==> config.mk <==
export PLATFORM = sky130hd
export DESIGN_NAME = pulse_train_gen
export DESIGN_NICKNAME = d
export VERILOG_FILES = /design/src/rtl/ptg_pkg.sv /design/src/rtl/ptg_regs.sv /design/src/rtl/ptg_divider.sv /design/src/rtl/ptg_channel.sv /design/src/rtl/pulse_train_gen.sv
export SDC_FILE = /design/constraint.sdc
export NUM_CORES = 1
export LEC_CHECK = 0
export BUFFER_PORTS_ARGS = -buffer_cell sky130_fd_sc_hd__buf_4
export CORE_ASPECT_RATIO = 2
export CORE_UTILIZATION = 60
export DETAILED_ROUTE_END_ITERATION = 6
export PLACE_DENSITY_LB_ADDON = 0.12
export SLEW_MARGIN = 20
export SYNTH_ARGS = -nofsm -noshare
export SYNTH_HDL_FRONTEND = slang
export SYNTH_HIERARCHICAL = 1
export SYNTH_SLANG_ARGS = --single-unit
==> constraint.sdc <==
create_clock -name clk -period 7.3 [get_ports clk]
set_input_delay 0.73 -clock clk [delete_from_list [all_inputs] [get_ports clk]]
set_output_delay 0.73 -clock clk [all_outputs]
set_load 0.01 [all_outputs]
==> src/rtl/ptg_pkg.sv <==
package ptg_pkg;

    localparam int NCH       = 3;
    localparam int RATE_W    = 27;
    localparam int PAT_W     = 32;
    localparam int MODE_W    = 5;
    localparam int DATA_W    = MODE_W + RATE_W;
    localparam int ADDR_W    = 8;
    localparam int IDX_W     = $clog2(PAT_W);
    localparam int CH_STRIDE = 8;

    localparam logic [ADDR_W-1:0] A_ENABLE  = 8'h00;
    localparam logic [ADDR_W-1:0] A_SAFE    = 8'h04;
    localparam logic [ADDR_W-1:0] A_CH_BASE = 8'h10;
    localparam logic [ADDR_W-1:0] PAT_OFS   = 8'h04;

    localparam logic [MODE_W-1:0] MODE_SQUARE = MODE_W'(1);

    typedef struct packed {
        logic [MODE_W-1:0] mode;
        logic [RATE_W-1:0] rate;
    } ch_cfg_t;

    typedef struct packed {
        logic             sq;
        logic [IDX_W:0]   len;
        logic [PAT_W-1:0] pat;
    } shape_t;

    function automatic shape_t shape_of(logic [MODE_W-1:0] m, logic [PAT_W-1:0] p);
        shape_t s;
        s.sq  = (m == MODE_SQUARE);
        s.len = (m == '0) ? (IDX_W+1)'(PAT_W) : (IDX_W+1)'(m);
        s.pat = p;
        return s;
    endfunction

    function automatic logic first_level(shape_t s);
        return s.sq ? 1'b1 : s.pat[0];
    endfunction

endpackage

==> src/rtl/ptg_regs.sv <==
module ptg_regs
    import ptg_pkg::*;
#(
    parameter int N = NCH
) (
    input  logic                clk,
    input  logic                rst,
    input  logic                wr_en_i,
    input  logic [ADDR_W-1:0]   wr_addr_i,
    input  logic [DATA_W-1:0]   wr_data_i,
    output logic [N-1:0]        en_o,
    output ch_cfg_t             cfg_o [N],
    output logic [PAT_W-1:0]    pat_o [N]
);

    logic [N-1:0] en_q;

    always_ff @(posedge clk) begin
        if (rst) begin
            en_q <= '0;
        end else if (wr_en_i && wr_addr_i == A_ENABLE) begin
            en_q <= wr_data_i[N-1:0];
        end else if (wr_en_i && wr_addr_i == A_SAFE) begin
            en_q <= en_q & ~wr_data_i[N-1:0];
        end
    end

    assign en_o = en_q;

    for (genvar c = 0; c < N; c++) begin : g_ch
        localparam logic [ADDR_W-1:0] CFG_A = A_CH_BASE + ADDR_W'(c * CH_STRIDE);
        localparam logic [ADDR_W-1:0] PAT_A = CFG_A + PAT_OFS;

        ch_cfg_t          cfg_r;
        logic [PAT_W-1:0] pat_r;

        always_ff @(posedge clk) begin
            if (rst) begin
                cfg_r.mode <= MODE_SQUARE;
                cfg_r.rate <= '0;
                pat_r      <= '0;
            end else if (wr_en_i) begin
                if (wr_addr_i == CFG_A) cfg_r <= ch_cfg_t'(wr_data_i);
                if (wr_addr_i == PAT_A) pat_r <= wr_data_i[PAT_W-1:0];
            end
        end

        assign cfg_o[c] = cfg_r;
        assign pat_o[c] = pat_r;
    end

    AST_SAFE_CLEARS: assert property (@(posedge clk) disable iff (rst)
        (wr_en_i && wr_addr_i == A_SAFE) |=> ((en_q & $past(wr_data_i[N-1:0])) == '0));
    AST_SAFE_NEVER_SETS: assert property (@(posedge clk) disable iff (rst)
        (wr_en_i && wr_addr_i == A_SAFE) |=> ((en_q & ~$past(en_q)) == '0));

endmodule

==> src/rtl/ptg_divider.sv <==
module ptg_divider
    import ptg_pkg::*;
#(
    parameter int W = RATE_W
) (
    input  logic         clk,
    input  logic         rst,
    input  logic         run_i,
    input  logic         clr_i,
    input  logic [W-1:0] rate_i,
    output logic         tick_o
);

    logic [W-1:0] cnt_q;
    logic         live;

    assign live   = run_i && (rate_i != '0);
    assign tick_o = live && (cnt_q >= rate_i - 1'b1);

    always_ff @(posedge clk) begin
        if (rst || clr_i) begin
            cnt_q <= '0;
        end else if (live) begin
            cnt_q <= tick_o ? '0 : cnt_q + 1'b1;
        end
    end

    AST_TICK_RELOADS: assert property (@(posedge clk) disable iff (rst)
        (tick_o && !clr_i) |=> (cnt_q == '0));
    AST_HALT_FROZEN: assert property (@(posedge clk) disable iff (rst)
        (run_i && rate_i == '0 && !clr_i) |=> $stable(cnt_q));

endmodule

==> src/rtl/ptg_channel.sv <==
module ptg_channel
    import ptg_pkg::*;
(
    input  logic             clk,
    input  logic             rst,
    input  logic             en_i,
    input  ch_cfg_t          cfg_i,
    input  logic [PAT_W-1:0] pat_i,
    output logic             out_o
);

    logic             run_q;
    logic             out_q;
    logic [IDX_W-1:0] idx_q;
    logic [IDX_W-1:0] idx_nx;
    shape_t           act_q;
    shape_t           nxt;
    logic             start;
    logic             tick;
    logic             wrap;

    assign start  = en_i && !run_q;
    assign nxt    = shape_of(cfg_i.mode, pat_i);
    assign idx_nx = idx_q + 1'b1;
    assign wrap   = act_q.sq || ({1'b0, idx_q} == act_q.len - 1'b1);

    ptg_divider #(.W(RATE_W)) u_div (
        .clk    (clk),
        .rst    (rst),
        .run_i  (en_i && run_q),
        .clr_i  (start),
        .rate_i (cfg_i.rate),
        .tick_o (tick)
    );

    always_ff @(posedge clk) begin
        if (rst) begin
            run_q <= 1'b0;
            out_q <= 1'b0;
            idx_q <= '0;
            act_q <= shape_of(MODE_SQUARE, '0);
        end else if (!en_i) begin
            run_q <= 1'b0;
            out_q <= 1'b0;
        end else if (start) begin
            run_q <= 1'b1;
            idx_q <= '0;
            act_q <= nxt;
            out_q <= first_level(nxt);
        end else if (tick) begin
            if (wrap) begin
                act_q <= nxt;
                idx_q <= '0;
                out_q <= (act_q.sq && nxt.sq) ? ~out_q : first_level(nxt);
            end else begin
                idx_q <= idx_nx;
                out_q <= act_q.pat[idx_nx];
            end
        end
    end

    assign out_o = out_q;

    AST_OFF_LOW: assert property (@(posedge clk) disable iff (rst)
        !en_i |=> !out_q);
    AST_IDX_RANGE: assert property (@(posedge clk) disable iff (rst)
        (run_q && !act_q.sq) |-> ({1'b0, idx_q} < act_q.len));
    AST_RESTART_ZERO: assert property (@(posedge clk) disable iff (rst)
        $rose(run_q) |-> (idx_q == '0));
    AST_HALT_HOLD: assert property (@(posedge clk) disable iff (rst)
        (run_q && en_i && cfg_i.rate == '0) |=> $stable(out_q));
    AST_SQUARE_FLIPS: assert property (@(posedge clk) disable iff (rst)
        (run_q && en_i && tick && act_q.sq && nxt.sq) |=> (out_q != $past(out_q)));

endmodule

==> src/rtl/pulse_train_gen.sv <==
module pulse_train_gen
    import ptg_pkg::*;
#(
    parameter int N = NCH
) (
    input  logic              clk,
    input  logic              rst,
    input  logic              wr_en,
    input  logic [ADDR_W-1:0] wr_addr,
    input  logic [DATA_W-1:0] wr_data,
    output logic [N-1:0]      pt_out
);

    logic [N-1:0]     en;
    ch_cfg_t          cfg [N];
    logic [PAT_W-1:0] pat [N];

    ptg_regs #(.N(N)) u_regs (
        .clk       (clk),
        .rst       (rst),
        .wr_en_i   (wr_en),
        .wr_addr_i (wr_addr),
        .wr_data_i (wr_data),
        .en_o      (en),
        .cfg_o     (cfg),
        .pat_o     (pat)
    );

    for (genvar c = 0; c < N; c++) begin : g_chan
        ptg_channel u_ch (
            .clk   (clk),
            .rst   (rst),
            .en_i  (en[c]),
            .cfg_i (cfg[c]),
            .pat_i (pat[c]),
            .out_o (pt_out[c])
        );
    end

    AST_RESET_QUIET: assert property (@(posedge clk)
        rst |=> (pt_out == '0));

endmodule

==> results of run 1 <==
[cell usage in the layout (no fill, tap or decap), types with 11 or more instances in the layout]
cell type                     n
sky130_fd_sc_hd__nor4_1      44
sky130_fd_sc_hd__xnor2_1    103
sky130_fd_sc_hd__nand3_1     48
sky130_fd_sc_hd__nand2b_1    29
sky130_fd_sc_hd__dfxtp_1    414
sky130_fd_sc_hd__mux2i_1    312
sky130_fd_sc_hd__buf_4       59
sky130_fd_sc_hd__ha_1        96
sky130_fd_sc_hd__a21o_1      11
sky130_fd_sc_hd__mux4_2      27
sky130_fd_sc_hd__nand2_1    289
sky130_fd_sc_hd__nor3_1      70
sky130_fd_sc_hd__o21ai_0     29
sky130_fd_sc_hd__nor2_1     203
sky130_fd_sc_hd__nand4_1     48
sky130_fd_sc_hd__and2_1      15
sky130_fd_sc_hd__xor2_1      56
sky130_fd_sc_hd__a21oi_1     53
sky130_fd_sc_hd__and3_1      23
sky130_fd_sc_hd__inv_1       46
sky130_fd_sc_hd__or4_1       20
sky130_fd_sc_hd__clkbuf_16   38
sky130_fd_sc_hd__nor2b_1     24
sky130_fd_sc_hd__or3_1       19
sky130_fd_sc_hd__nor3_2      19
sky130_fd_sc_hd__o31ai_1     21
[per-layer routing]
metal | up-vias | GRT usage [%] | share of wire, %
met5 | - | 0 | 0
met4 | 0 | 18.2 | 5.9
met3 | 160 | 3.52 | 4.0
met2 | 421 | 56.4 | 52
met1 | 8048 | 33.0 | 38
li1 | 7960 | - | -
[logic make-up (layout without fill, tap and decap cells)]
kind of cell             Yosys count  after routing  share of synthesized area [%]
AO/OA/AOI/OAI                    185            185                           6.24
XOR/XNOR                         159            159                           6.53
adder cells (fa/ha/maj)           96             96                           5.64
buffers and inverters            154            174                           3.83
flip-flops                       414            414                           38.9
multiplexers                     339            339                           17.5
AND/OR/NAND/NOR                  901            901                           21.4
[final cells by class]
type | instances | area [um2]
inverters | 47 | 181
repair buffers | 62 | 503
well taps | 445 | 557
flip-flops and latches | 414 | 8290
multi-input cells | 1680 | 12200
clock inverters | 19 | 285
clock buffers | 46 | 1020
fillers | 2905 | 11900
[per-stage QoR]
step	instances	setup WS [ps]	area, um2
global route	2713	1080	23100
finish	2713	1380	23100
floorplan	2248	2260	21300
global placement	2648	1580	21800
detailed placement	2648	1450	21800
CTS	2713	1410	23100
[sequential cells by signal, indices dropped and copies added (netlist names)]
register                 cells
g_chan.u_ch/out_o            3
u_regs/en_o                  3
g_chan.u_ch/u_div/cnt_q     81
g_chan.u_ch/run_q            3
g_chan.u_ch/idx_q           15
g_chan.u_ch/act_q          117
u_regs/cfg_o                96
u_regs/g_ch.pat_r           96
[report_power, final]
group          leakage [uW]  switching (uW)  internal [uW]  total (uW)
logic               0.00595             123           44.4         167
registers           0.00333            5.09           2260        2270
clock network      0.000633             903           1220        2120
[worst max path at each step]
stage	startpoint	to	slack (ps)	depth (start not counted)
2_1_floorplan	u_regs/cfg_o[2]	g_chan[2].u_ch/act_q[7]	2260	22
3_3_place_gp	u_regs/cfg_o[74]	g_chan[0].u_ch/act_q[21]	1580	17
3_5_place_dp	u_regs/cfg_o[34]	g_chan[1].u_ch/act_q[38]	1450	18
4_1_cts	u_regs/cfg_o[74]	g_chan[0].u_ch/act_q[20]	1410	17
5_1_grt	u_regs/cfg_o[34]	g_chan[1].u_ch/act_q[5]	1080	19
6_report	u_regs/cfg_o[74]	g_chan[0].u_ch/act_q[19]	1380	17
[worst max-delay path, cell delays in order (launching register included)]
cell and delay (ps):
sky130_fd_sc_hd__dfxtp_1 340, sky130_fd_sc_hd__or4_4 580, sky130_fd_sc_hd__nor4_4 370, sky130_fd_sc_hd__nand3_1 240, sky130_fd_sc_hd__nor2_1 250, sky130_fd_sc_hd__nand3b_1 140
sky130_fd_sc_hd__xor2_1 170, sky130_fd_sc_hd__ha_1 280, sky130_fd_sc_hd__nand4_1 100, sky130_fd_sc_hd__or4_1 570, sky130_fd_sc_hd__o32a_1 350, sky130_fd_sc_hd__o21ai_0 560
sky130_fd_sc_hd__o21ai_0 320, sky130_fd_sc_hd__nand4bb_1 300, sky130_fd_sc_hd__o21ai_4 610, sky130_fd_sc_hd__buf_12 310, sky130_fd_sc_hd__mux2i_1 250, sky130_fd_sc_hd__nor2_1 50
==> results.tsv, run 1 <==
metric	value	unit
setup_total_negative_slack	0	ps
critical_path_required	7730	ps
tritoncts_clock_tree	yes	
finish.net_count	2382	
r2r-start	u_regs/cfg_o[74]	
dp_hpwl	40000	um
final_antenna_net_count	0	
die_width	135	um
finClkSkew	18.9	ps
post_synth_inst_count	2248	
yosysWarningCount	6	
grt_setup_unrepaired	no	
setup.worst_path.start_class	flop	
kind_of_end_point_of_the_critical_path	flop	
timing.hold.worst.start	u_regs/g_ch[0].pat_r[20]	
synth_cell_types	76	
floorplan_die_height	269	um
largest_net_degree_at_the_start_of_global_routing	83	
cts_made_buffers	38	
ys_top_cells_by_count	414 x sky130_fd_sc_hd__dfxtp_1, 312 x sky130_fd_sc_hd__mux2i_1, 289 x sky130_fd_sc_hd__nand2_1	
outcome	finished, final reports clean	
crit-reg2reg-capture	g_chan[0].u_ch/act_q[19]	
place.port_buffers	45	
synthesized_area_per_cell	9.48	um2
r2r_cells	17	
grt_first_pass_wirelength	86000	um
drt_first_pass_iters	5	
via_count	16600	
hold_path_end	u_regs/g_ch[0].pat_r[20]	
globalRoute.totalOverflow	0	
global_placement_routability_congestion	0.941	
yosysMostFrequentCell	sky130_fd_sc_hd__dfxtp_1	
synth.cell_area	0.0213	mm2
setup-violations-final	0	
finalCriticalPeriod	5920	ps
global_route.usage.total	30.6	%
timing.reg2reg.setup_slack	1380	ps
grt_antenna_before_repair	0	
hp-class	flop to flop	
report.final.slew_viol_count	0	
powerDensity	197	mW/mm2
tightestPinTransition	1130	ps
ffs_w_async_s_r_synth	0	%
fin_total_pwr	4560	uW
route.detailed.wl_per_inst	20.3	um
vdd.ir_drop.worst	0.000223	V
worst_skew_pair.late_latency	550	ps
drt_wl_total	55200	um
max_slew_margin	23.8	%
cts.path.max_buffers	3	
post_synth_main_area_contributors	sky130_fd_sc_hd__dfxtp_1 39%, sky130_fd_sc_hd__mux2i_1 15%, sky130_fd_sc_hd__ha_1 5.6%	
static_leakage	0.00991	uW
worst-endpoint-arrival	6340	ps
placeableCoreArea	0.0350	mm2
post_cts.resized_instances	0	
cts_sinks	414	
die_area	0.0363	mm2
number_of_top_level_design_ports	46	
cts_htree_levels	2	
post-synth-top-area-fraction	38.9	%
grt_pass1_vias	16500	
synth_top_cell_by_area	sky130_fd_sc_hd__dfxtp_1	
mappedNetlistNets	2387	
starting_density_of_the_core	61.0	%
crit_type	flop to flop	
cell_row_count	97	
dr.first_iter.drc_count	886	
synth_sequential_area_ratio	38.9	%
drc_errors	0	
final_core_utilization	66.0	%
period_share	81.1	%
path_max_fanout	28	
postCtsSetupBuffers	0	
clockRootBuffer	sky130_fd_sc_hd__clkbuf_16	
syn_to_final_growth	8.28	%
final_layout_size_suffix_gt1_share	9.35	%
cap_violations	0	
synth_enable_flop_cells	0	
antenna-diode-count	0	
cts.reportedPaths.clkPinSlew	70	ps
max_freq	169	MHz
synth.ff_latch_count	414	
ys.flop_type	sky130_fd_sc_hd__dfxtp_1	
hold_violations_final	0	
timing.hold.worst_path_depth	2	
quantity_of_hold_fixing_buffers_added_after_cts	0	
vias_per_cell	6.11	
finalHoldWorstSlack	460	ps
(Power assumes the default switching activity.)
==> run 2: changes to the inputs <==
- clock period: 7.3 -> 6.1 ns (I/O delays scaled with it)
==> results.tsv, run 2 (synthesis results as in run 1) <==
metric	value	unit
pre_cts_slack	620	ps
vdd.ir_drop.worst	0.000284	V
hold_violations_final	0	
period_share	91.6	%
postCtsSetupBuffers	0	
post_cts.resized_instances	0	
cap_violations	0	
via_count	16700	
finish.net_count	2388	
crit_type	flop to flop	
cell_row_count	97	
global_route.usage.met2	57.7	%
worst-endpoint-arrival	5990	ps
vias_per_cell	6.12	
r2r-start	u_regs/cfg_o[73]	
cts_htree_levels	2	
largest_register_ff_count	117	
dp_hpwl	39700	um
cts_made_buffers	38	
globalRoute.totalOverflow	0	
cts_sinks	414	
final_layout_size_suffix_gt1_share	9.53	%
final_cell_mix	414 x sky130_fd_sc_hd__dfxtp_1, 312 x sky130_fd_sc_hd__mux2i_1, 289 x sky130_fd_sc_hd__nand2_1	
antenna-diode-count	0	
global_route.usage.total	30.7	%
non_filler_cells_final	2722	
grt_busiest_layer	met2	
cts.path.max_buffers	3	
floorplan_die_height	269	um
top_register	g_chan.u_ch/act_q	
met3_usage	3.33	%
crit_path_start	u_regs/cfg_o[73]	
grt_pass1_vias	16700	
worst_skew_pair.late_latency	550	ps
powerDensity	236	mW/mm2
path_max_fanout	34	
clockRootBuffer	sky130_fd_sc_hd__clkbuf_16	
kind_of_end_point_of_the_critical_path	flop	
drt_first_pass_iters	7	
max_freq	179	MHz
global_placement_routability_congestion	0.922	
outcome	finished, final reports clean	
final_common_cell	sky130_fd_sc_hd__dfxtp_1	
dpl.cell_count	2654	
setup_total_negative_slack	0	ps
finalCriticalPeriod	5590	ps
place.port_buffers	45	
max_slew_margin	31.2	%
quantity_of_hold_fixing_buffers_added_after_cts	0	
syn_to_final_growth	8.50	%
hp-class	primary input to flop	
finClkSkew	22.7	ps
static_leakage	0.00995	uW
critical_path_required	6500	ps
timing.hold.worst.start	wr_data[27]	
met1_grt_util	33.4	%
starting_density_of_the_core	61.0	%
tightestPinTransition	1030	ps
die_width	135	um
route.detailed.wl_per_inst	20.4	um
largest_net_degree_at_the_start_of_global_routing	115	
final_antenna_net_count	0	
finalWorstSetupSlack	510	ps
die_area	0.0363	mm2
grt_first_pass_wirelength	86700	um
grt_setup_unrepaired	no	
setup-violations-final	0	
cts.reportedPaths.clkPinSlew	70	ps
drt_wl_total	55500	um
dr.first_iter.drc_count	784	
tritoncts_clock_tree	yes	
setup.worst_path.start_class	flop	
placeableCoreArea	0.0350	mm2
finalHoldWorstSlack	455	ps
grt_antenna_before_repair	0	
report.final.slew_viol_count	0	
number_of_top_level_design_ports	46	
drc_errors	0	
run 2: cell types whose count changed in the layout (fill, tap and decap cells not counted):
cell                         before  now
sky130_fd_sc_hd__nand3_4          1    0
sky130_fd_sc_hd__buf_4           59   65
sky130_fd_sc_hd__clkinvlp_4       3    1
sky130_fd_sc_hd__and3_1          23   22
sky130_fd_sc_hd__inv_8            1    0
sky130_fd_sc_hd__clkinv_4         2    0
sky130_fd_sc_hd__clkinv_2         4    5
sky130_fd_sc_hd__clkbuf_8         4    6
sky130_fd_sc_hd__and3_2           0    1
sky130_fd_sc_hd__clkbuf_1         4    9
sky130_fd_sc_hd__nand3_2          0    1
run 2: final cells by class:
| class | instances | area [um2] |
|---|---|---|
| Fill cell | 2923 | 11800 |
| Sequential cell | 414 | 8290 |
| Clock buffer | 53 | 1070 |
| Multi-Input combinational cell | 1680 | 12200 |
| Clock inverter | 15 | 246 |
| Timing Repair Buffer | 68 | 548 |
| Inverter | 47 | 181 |
| Tap cell | 445 | 557 |
run 2: through the flow:
step           utilization, %  instance area (um2)  total power, uW
2_1_floorplan               -                21300             2880
3_3_place_gp             62.4                21800             2960
3_5_place_dp             62.4                21800             2970
4_1_cts                  66.2                23100             5490
5_1_grt                  66.2                23100             5600
6_report                 66.2                23100             5460
run 2: worst max-delay path, cell delays in order (launching register included):
cell and delay (ps):
sky130_fd_sc_hd__dfxtp_1 370, sky130_fd_sc_hd__or4_4 570, sky130_fd_sc_hd__nor4_4 370, sky130_fd_sc_hd__nand3_1 230, sky130_fd_sc_hd__nor2_1 230, sky130_fd_sc_hd__nand3b_1 110
sky130_fd_sc_hd__xor2_1 150, sky130_fd_sc_hd__ha_1 280, sky130_fd_sc_hd__nand4_1 110, sky130_fd_sc_hd__or4_1 580, sky130_fd_sc_hd__o32a_1 360, sky130_fd_sc_hd__o21ai_0 420
sky130_fd_sc_hd__o21ai_0 290, sky130_fd_sc_hd__nand4bb_1 290, sky130_fd_sc_hd__o21ai_4 430, sky130_fd_sc_hd__buf_12 310, sky130_fd_sc_hd__mux2i_1 260, sky130_fd_sc_hd__nor2_1 60
run 2: per-layer routing:
layer	vias to the layer above	routed length, um	part of all wire (%)
met2	428	29200	53
met3	149	2180	3.9
met1	8136	21400	39
met4	0	2680	4.8
met5	-	0	0
li1	7955	-	-
run 2: worst paths after layout:
check / end / slack, ps / cells after the start
worst max-delay path: g_chan[0].u_ch/act_q[7] / 510 / 17
worst min-delay path: u_regs/cfg_o[59] / 450 / 3
worst max register to register: g_chan[0].u_ch/act_q[7] / 510 / 17
worst min register to register: u_regs/g_ch[0].pat_r[19] / 460 / 2
run 2: power by group:
| part | leakage [uW] | internal (uW) | total, uW | switching (uW) |
|---|---|---|---|---|
| registers | 0.00333 | 2710 | 2710 | 6.12 |
| clock network | 0.000642 | 1490 | 2550 | 1060 |
| logic | 0.00598 | 53.6 | 195 | 142 |
